**config.mk**
```make
export PLATFORM = sky130hd
export DESIGN_NAME = tm_inject_ctrl
export DESIGN_NICKNAME = d
export VERILOG_FILES = /design/src/rtl/tm_inject_pkg.sv /design/src/rtl/tm_mode_decode.sv /design/src/rtl/tm_nibble_asm.sv /design/src/rtl/tm_port_observe.sv /design/src/rtl/tm_inject_ctrl.sv
export SDC_FILE = /design/constraint.sdc
export NUM_CORES = 1
export LEC_CHECK = 0
export CORE_UTILIZATION = 36
export DETAILED_ROUTE_END_ITERATION = 12
export PLACE_DENSITY_LB_ADDON = 0.12
export SLEW_MARGIN = 20
export SYNTH_ARGS = -nofsm -noshare
export SYNTH_HDL_FRONTEND = slang
export SYNTH_SLANG_ARGS = --single-unit
```
**constraint.sdc**
```tcl
create_clock -name clk -period 1.05 [get_ports clk]
set_input_delay 0.1575 -clock clk [delete_from_list [all_inputs] [get_ports clk]]
set_output_delay 0.1575 -clock clk [all_outputs]
set_load 0.05 [all_outputs]
```
**src/rtl/tm_inject_pkg.sv**
```systemverilog
// Shared definitions for the test-mode injection controller.
// Assumes the mode code is the pin pair read as {pin1, pin0}.
package tm_inject_pkg;
    typedef enum logic [1:0] {
        TM_NORMAL  = 2'd0,
        TM_OBS_ACC = 2'd1,
        TM_OBS_PC  = 2'd2,
        TM_INJECT  = 2'd3
    } tm_mode_e;

    localparam int TM_PIN_W = 2;
    localparam int TM_MODES = 1 << TM_PIN_W;
endpackage

```
**src/rtl/tm_mode_decode.sv**
```systemverilog
// Decodes the test pins into a one-hot mode vector. Each pin is inverted and
// every mode term ANDs either the true or the inverted level of each pin.
// Assumes pins are already synchronous to clk.
module tm_mode_decode
    import tm_inject_pkg::*;
(
    input  logic                clk,
    input  logic                rst_n,
    input  logic [TM_PIN_W-1:0] pins,
    output logic [TM_MODES-1:0] mode_vec
);
    logic [TM_PIN_W-1:0] pin_n;

    // Inverted copies of the pins.
    assign pin_n = ~pins;

    // One AND term per mode code.
    for (genvar m = 0; m < TM_MODES; m++) begin : g_term
        logic [TM_PIN_W-1:0] lit;
        for (genvar b = 0; b < TM_PIN_W; b++) begin : g_lit
            localparam bit WANT = ((m >> b) & 1) == 1;
            assign lit[b] = WANT ? pins[b] : pin_n[b];
        end
        assign mode_vec[m] = &lit;
    end

    assert_mode_onehot_R1: assert property (@(posedge clk) disable iff (!rst_n)
        $onehot(mode_vec));
endmodule

```
**src/rtl/tm_nibble_asm.sv**
```systemverilog
// Assembles one instruction byte from two nibbles over two clock edges while
// injection is enabled. A one-cycle strobe marks each completed byte. The phase
// is held at the first nibble whenever injection is disabled.
// HI_FIRST=1 puts the first nibble in the upper half of the byte.
module tm_nibble_asm #(
    parameter int NIB_W    = 4,
    parameter bit HI_FIRST = 1'b1,
    localparam int BYTE_W  = 2 * NIB_W
) (
    input  logic              clk,
    input  logic              rst_n,
    input  logic              inject_en,
    input  logic [NIB_W-1:0]  nib_in,
    output logic [BYTE_W-1:0] asm_byte,
    output logic              asm_valid
);
    logic              second_ph;
    logic [NIB_W-1:0]  held_nib;
    logic [BYTE_W-1:0] joined;

    // Order of the two nibbles inside the byte.
    if (HI_FIRST) begin : g_hi_first
        assign joined = {held_nib, nib_in};
    end else begin : g_lo_first
        assign joined = {nib_in, held_nib};
    end

    // Phase, nibble holding and byte assembly.
    always_ff @(posedge clk) begin
        if (!rst_n) begin
            second_ph <= 1'b0;
            held_nib  <= '0;
            asm_byte  <= '0;
            asm_valid <= 1'b0;
        end else if (!inject_en) begin
            second_ph <= 1'b0;
            asm_valid <= 1'b0;
        end else if (!second_ph) begin
            held_nib  <= nib_in;
            second_ph <= 1'b1;
            asm_valid <= 1'b0;
        end else begin
            asm_byte  <= joined;
            asm_valid <= 1'b1;
            second_ph <= 1'b0;
        end
    end

    assert_strobe_single_R6: assert property (@(posedge clk) disable iff (!rst_n)
        asm_valid |=> !asm_valid);
    assert_phase_cleared_R7: assert property (@(posedge clk) disable iff (!rst_n)
        !inject_en |=> !second_ph);
    assert_strobe_after_second_R5: assert property (@(posedge clk) disable iff (!rst_n)
        $rose(asm_valid) |-> $past(second_ph) && $past(inject_en));
endmodule

```
**src/rtl/tm_port_observe.sv**
```systemverilog
// Drives the output port: normal data, the accumulator, or one nibble of the
// program counter, as the mode selects. The port is forced quiet while its
// direction bit marks it as an input. Select values past the last nibble give 0.
module tm_port_observe
    import tm_inject_pkg::*;
#(
    parameter int NIB_W = 4,
    parameter int PC_W  = 12,
    parameter int SEL_W = 2,
    localparam int PC_NIBS = PC_W / NIB_W
) (
    input  logic                clk,
    input  logic                rst_n,
    input  logic [TM_MODES-1:0] mode_vec,
    input  logic [NIB_W-1:0]    norm_out,
    input  logic [NIB_W-1:0]    acc_val,
    input  logic [PC_W-1:0]     pc_val,
    input  logic [SEL_W-1:0]    pc_nib_sel,
    input  logic                port_is_out,
    output logic [NIB_W-1:0]    port_out
);
    logic [NIB_W-1:0] pc_nib [PC_NIBS];
    logic [NIB_W-1:0] pc_pick;
    logic [NIB_W-1:0] chosen;

    // Split the program counter into nibbles.
    for (genvar n = 0; n < PC_NIBS; n++) begin : g_nib
        assign pc_nib[n] = pc_val[n*NIB_W +: NIB_W];
    end

    // Pick the requested program-counter nibble.
    always_comb begin
        pc_pick = '0;
        for (int n = 0; n < PC_NIBS; n++) begin
            if (int'(pc_nib_sel) == n) pc_pick = pc_nib[n];
        end
    end

    // Mode multiplexer and direction gate.
    always_comb begin
        if (mode_vec[int'(TM_OBS_ACC)])     chosen = acc_val;
        else if (mode_vec[int'(TM_OBS_PC)]) chosen = pc_pick;
        else                                chosen = norm_out;
        port_out = port_is_out ? chosen : '0;
    end

    assert_port_quiet_R4: assert property (@(posedge clk) disable iff (!rst_n)
        !port_is_out |-> port_out == '0);
    assert_acc_view_R2: assert property (@(posedge clk) disable iff (!rst_n)
        (mode_vec[int'(TM_OBS_ACC)] && port_is_out) |-> port_out == acc_val);
endmodule

```
**src/rtl/tm_inject_ctrl.sv**
```systemverilog
// Top of the test-mode controller. Decodes the test pins, selects the
// instruction byte source (ROM or assembled nibbles) and drives the observation
// port. Assumes rom_byte is valid in every cycle the core fetches from ROM.
module tm_inject_ctrl
    import tm_inject_pkg::*;
#(
    parameter int NIB_W    = 4,
    parameter int PC_W     = 12,
    parameter int SEL_W    = 2,
    parameter bit HI_FIRST = 1'b1,
    localparam int BYTE_W  = 2 * NIB_W
) (
    input  logic                clk,
    input  logic                rst_n,
    input  logic [TM_PIN_W-1:0] test_pins,
    input  logic [NIB_W-1:0]    in_port,
    input  logic [BYTE_W-1:0]   rom_byte,
    input  logic [NIB_W-1:0]    acc_val,
    input  logic [PC_W-1:0]     pc_val,
    input  logic [SEL_W-1:0]    pc_nib_sel,
    input  logic [NIB_W-1:0]    norm_out,
    input  logic                port_is_out,
    output logic [BYTE_W-1:0]   instr_byte,
    output logic                byte_valid,
    output logic [NIB_W-1:0]    port_out
);
    logic [TM_MODES-1:0] mode_vec;
    logic                inject_en;
    logic [BYTE_W-1:0]   asm_byte;
    logic                asm_valid;

    tm_mode_decode u_decode (
        .clk      (clk),
        .rst_n    (rst_n),
        .pins     (test_pins),
        .mode_vec (mode_vec)
    );

    assign inject_en = mode_vec[int'(TM_INJECT)];

    tm_nibble_asm #(.NIB_W(NIB_W), .HI_FIRST(HI_FIRST)) u_asm (
        .clk       (clk),
        .rst_n     (rst_n),
        .inject_en (inject_en),
        .nib_in    (in_port),
        .asm_byte  (asm_byte),
        .asm_valid (asm_valid)
    );

    tm_port_observe #(.NIB_W(NIB_W), .PC_W(PC_W), .SEL_W(SEL_W)) u_obs (
        .clk         (clk),
        .rst_n       (rst_n),
        .mode_vec    (mode_vec),
        .norm_out    (norm_out),
        .acc_val     (acc_val),
        .pc_val      (pc_val),
        .pc_nib_sel  (pc_nib_sel),
        .port_is_out (port_is_out),
        .port_out    (port_out)
    );

    // Byte source selection for the instruction decoder.
    always_comb begin
        if (inject_en) begin
            instr_byte = asm_byte;
            byte_valid = asm_valid;
        end else begin
            instr_byte = rom_byte;
            byte_valid = 1'b1;
        end
    end

    assert_rom_handback_R8: assert property (@(posedge clk) disable iff (!rst_n)
        (test_pins == 2'b00) |-> (byte_valid && instr_byte == rom_byte));
endmodule

```
Word level (Yosys, flattened, before mapping). Cells that the tools add are included. Widths: inputs -> output; s select.

Shift operators: 0. Add/sub/neg operators: 0. Multipliers: 0. Div/mod/pow operators: 0. Reductions and logical operators: 7. Bitwise operators: 2. Equal/unequal tests: 2. Mux-type cells: 10. Magnitude comparators: 0.

Operators with widths (count): $mux 4 (6); $reduce_and 3->1 (3); $mux 8 (1); $reduce_and 2->1 (3); $eq 2x2->1 const B (2); $mux 1 (3); $logic_not 2->1 (1); $not 2->2 (1); $not 1->1 (1).

Word-level logic and storage cells: 25. Register bits after elaboration: 14. Memory bits (read-only): 0. Bits of input ports: 39. Output and inout port bits: 13. Latch bits: 0. Bits in writable memories: 0. Memories kept: 0.

Depth between registers and ports, before layout. Gate-level depths: netlist of run 1.

Depth in word-level cells: 7. Gate-level depth with buffers: 5. Gate-level depth less buffers: 3.

Cells and area by module. From an unflattened synthesis of run 1, not the netlist that was laid out.

Cells, all modules: 92. Area total of the unflattened synthesis: 888.4 µm².

Modules (own cells, without submodules): tm_nibble_asm (cells each 51, instances 1, area an instance 531.8 µm², sequential area each 280.3 µm²); tm_port_observe (cells each 27, instances 1, area an instance 192.7 µm², sequential area each 0.0 µm²); tm_inject_ctrl (cells each 10, instances 1, area an instance 137.6 µm², sequential area each 0.0 µm²); tm_mode_decode (cells each 4, instances 1, area an instance 26.3 µm², sequential area each 0.0 µm²).

Least setup slack after synthesis of run 1. No wires, ideal clock.

Path kind: input port to output port. Start point: input test_pins[1]. End point: output port_out[0]. Path slack: -0.954 ns. Buffers on the path: 2. Arrival time: 1.846 ns. Cell stages on the path: 4. Required time: 0.892 ns. Path through: buf_2 buf_2 o211a_1 o32ai_1.

Longest elaborated chain between the ends: 4. Elaborated cells between the ends (all ways): 6. Those cells by class: mux: 3; bitwise: 1; reduce/logical: 2.

RTL lines: from (decl) (RTL line tm_inject_ctrl.sv:15) `input logic [TM_PIN_W-1:0] test_pins,`; $reduce_and 2->1 or $not 2->2 (tied branches) (RTL line tm_mode_decode.sv:24, tm_mode_decode.sv:15); $mux 4 or $reduce_and 2->1 (tied branches) (RTL line tm_port_observe.sv:42, tm_mode_decode.sv:24); $mux 4 (*) (RTL line tm_port_observe.sv:41) `if (mode_vec[int'(TM_OBS_ACC)]) chosen = acc_val;`; $mux 4 (*) (RTL line tm_port_observe.sv:44) `port_out = port_is_out ? chosen : '0;`; to (decl) (RTL line tm_inject_ctrl.sv:25) `output logic [NIB_W-1:0] port_out`.

Mark *: on every way between the ends. The rest lies on a longest branch, timed or not.

Worst setup path in the final report of run 1.
Start point: input pc_nib_sel[0]. End point: output port_out[2].

Longest elaborated chain between the ends: 7. Elaborated cells between the ends (all ways): 9. Those cells by class: eq/ne: 2; mux: 6; reduce/logical: 1.

RTL lines: from (decl) (RTL line tm_inject_ctrl.sv:20) `input logic [SEL_W-1:0] pc_nib_sel,`; $logic_not 2->1 (RTL line tm_port_observe.sv:35) `if (int'(pc_nib_sel) == n) pc_pick = pc_nib[n];`; $mux 4 (2 in a row) (RTL line tm_port_observe.sv:35); $mux 4 (*) (RTL line tm_port_observe.sv:35); $mux 4 (*) (RTL line tm_port_observe.sv:42) `else if (mode_vec[int'(TM_OBS_PC)]) chosen = pc_pick;`; $mux 4 (*) (RTL line tm_port_observe.sv:41); $mux 4 (*) (RTL line tm_port_observe.sv:44).

Marked as above.

==> metrics.cfg, run 1 <==
[run_status]
outcome = finished, violations left
violations = setup timing

[sta]
min_period_ns = 1.22
finalSetupViolations = 13
fin_tns_setup_ns = -1.66
finClkSkew_ns = 0.00220
fin_ws_ns = -0.167
finalCritPeriodShare_pct = 116
rsz0062_at_grt = yes
worst_pin_slew_ns = 0.421
final_hold_viol_count = 0
relSlewSlack_pct = 71.9
clock.fmax_mhz = 822
slew_violations = 0

[clocking]
ctsHoldBuffers = 0
cts_made_buffers = 3
cts_root_buf = clkbuf_4
clk_pin_slew_worst_paths_ns = 0.08
cts.sinks = 14
clockBufferDepth = 2
cts_tree = yes
clock_latency_ns = 0.28
htreeDepth = 1

[hold_path]
min_path_cells = 4
min-delay-start = test_pins[1]
min_to = u_asm.asm_valid$_SDFF_PN0_
hp-class = input pin to flip-flop

[grt]
grt_overflow = 0
grt_start_max_net_pins = 15
antenna_found_initial = 0
grt_usage_pct = 18.7
grt_pass1_vias = 808
grt_pass1_wl_um = 3560

[finish]
fillers = 155
synthToLayoutAreaGrowth_pct = 92.8
finalNetCount = 190
final_cell_mix = nand2_1 (17), clkdlybuf4s50_1 (13), dfxtp_1 (13)
design_area_um2 = 1580
drive_above_1_share_pct = 38.7
antenna_cells = 0
postLayoutCoreUtil_pct = 77.3
final_common_cell = nand2_1

[synth]
synthesis.area_um2 = 818
synth_area_per_cell_um2 = 8.61
synthCells = 95
yosysUniqueCellTypes = 18
synth_seq_cells = 14
synth_xor_area_share_pct = 0
synth-seq-area-share_pct = 34.3
muxShareOfSynthArea_pct = 25.7
synth_top_family_by_area = multiplexers
syn_nets = 134
yosys.area_share.adder_pct = 0
yosys.area_share.simple_pct = 20.6
yosys_warnings = 0
synth-compound-area-share_pct = 14.1

[route]
drtAntennaViolNets = 0
routedWlPerCell_um = 12.4
drc_errors = 0
vias_per_cell = 4.94
drt-pass1-iter-count = 7
drt_wl_total_um = 2200
num_vias = 874
drt_iter0_markers = 13

[floorplan]
dieArea_um2 = 2470
fp.dieW_um = 49.7
rows = 16
io_pins = 52
die_h_um = 49.7
initial_core_util_pct = 40.1
core_area_um2 = 2040

[pwr]
powerDensity_nw_per_um2 = 976
power_uw = 1540
p_leak_uw = 0.000728
peakVddDrop_v = 0.000946

[worst_setup_path]
worstRegToRegCells = 4
path_max_fanout = 8
worstPathArrival_ns = 1.06
cp.required_ns = 0.89
regToRegSetupSlack_ns = 0.06
end_kind = output pin
critical_path_class = input pin to output pin
timing.rr.start = u_asm.second_ph$_SDFF_PN0_
r2r-end = u_asm.held_nib[1]$_SDFFE_PN0P_
cp-start-kind = input pin

[place]
placedInstanceArea_um2 = 1510
port_buffers = 51
place_ws_ns = -0.755
gp_congestion = 0.761
dp.final_hpwl_um = 1670

[job]
maxCapViolCount = 0

==> registers in the layout, summed over array words and instances (netlist names) <==
signal,cells
u_asm.asm_byte,8
u_asm.held_nib,4
u_asm.asm_valid,1
u_asm.second_ph,1
==> per-stage QoR <==
step | hold WS [ns] | instances
floorplan | 0.293 | 95
global placement | 0.441 | 172
detailed placement | 0.447 | 172
CTS | 0.355 | 177
global route | 0.392 | 177
finish | 0.363 | 177
==> cells in the mapped netlist <==
cell type | number | area share, %
a21oi_1 | 8 | 4.9
clkbuf_1 | 1 | 0.46
buf_6 | 1 | 1.4
mux2_2 | 8 | 11
mux2i_1 | 12 | 15
dfxtp_1 | 14 | 34
nand3b_1 | 5 | 4.6
nand2_1 | 17 | 7.8
inv_1 | 1 | 0.46
nand2b_1 | 1 | 0.77
nand3_1 | 1 | 0.61
or2_2 | 1 | 0.77
nand2_2 | 1 | 0.77
o211a_1 | 4 | 4.9
nor2_1 | 10 | 4.6
and3_1 | 1 | 0.77
buf_2 | 5 | 3.1
o32ai_1 | 4 | 4.3
==> final cells by class <==
cell class | count | area (um2) | area share [%]
clock buffer | 4 | 36.3 | 2.30
timing repair buffer | 58 | 586 | 37.1
inverter | 1 | 3.75 | 0.238
sequential | 14 | 282 | 17.8
tap | 27 | 33.8 | 2.14
multi-input combinational | 73 | 637 | 40.4
==> cell families (layout without fill, tap and decap cells) <==
group | after synthesis | in the layout
compound gates | 16 | 16
buf+inv | 8 | 63
mux | 20 | 20
simple gates | 37 | 37
flops | 14 | 14
==> worst max path at each step <==
| stage | startpoint | to | slack, ns |
|---|---|---|---|
| after floorplan | pc_nib_sel[0] | port_out[0] | -0.26 |
| after global placement | pc_nib_sel[0] | port_out[0] | -0.74 |
| after detailed placement | pc_nib_sel[0] | port_out[3] | -0.76 |
| after CTS | pc_nib_sel[0] | port_out[2] | -0.24 |
| after global routing | test_pins[1] | port_out[2] | -0.21 |
| final | pc_nib_sel[0] | port_out[2] | -0.17 |
==> metal layers <==
| metal | global-route usage [%] | vias to the layer above | routed length [um] |
|---|---|---|---|
| li1 | - | 449 | - |
| met1 | 23.8 | 393 | 994 |
| met2 | 30.4 | 32 | 1060 |
| met3 | 5.86 | 0 | 145 |
| met4 | 4.29 | 0 | 0 |
| met5 | 0 | - | 0 |
==> critical path, stage by stage <==
cell and delay (ns):
buf_12 0.11, mux2i_1 0.11, o211a_1 0.25, o32ai_4 0.25
buf_12 0.17
==> power by group <==
part / switching, uW / leakage [uW] / total [uW] / internal [uW]
combinational: 293 / 0.000593 / 611 / 318
sequential: 5.77 / 0.000114 / 548 / 542
clock: 170 / 0.0000210 / 381 / 211
total: 469 / 0.000728 / 1540 / 1070
==> timing repair <==
item                                    in CTS  in global routing
gates resized for setup                     70                  9
pin swaps                                    9                  1
buffers inserted                             1                  0
endpoints found under the hold margin        0                  0
endpoints found under the setup margin      26                 18
gates cloned                                 0                  0
Note: power is estimated with default switching activity, not from simulation.
==> run 2, diff against run 1 <==
HOLD_SLACK_MARGIN = 0.1   (was not set)
==> results of run 2 <==
No change in the layout: final DEF, timing and power equal those of run 1.
==> run 3, diff against run 2 <==
ABC_CLOCK_PERIOD_IN_PS = 1050   (was not set)
==> results of run 3 <==
No change in the layout: final DEF, timing and power equal those of run 1.
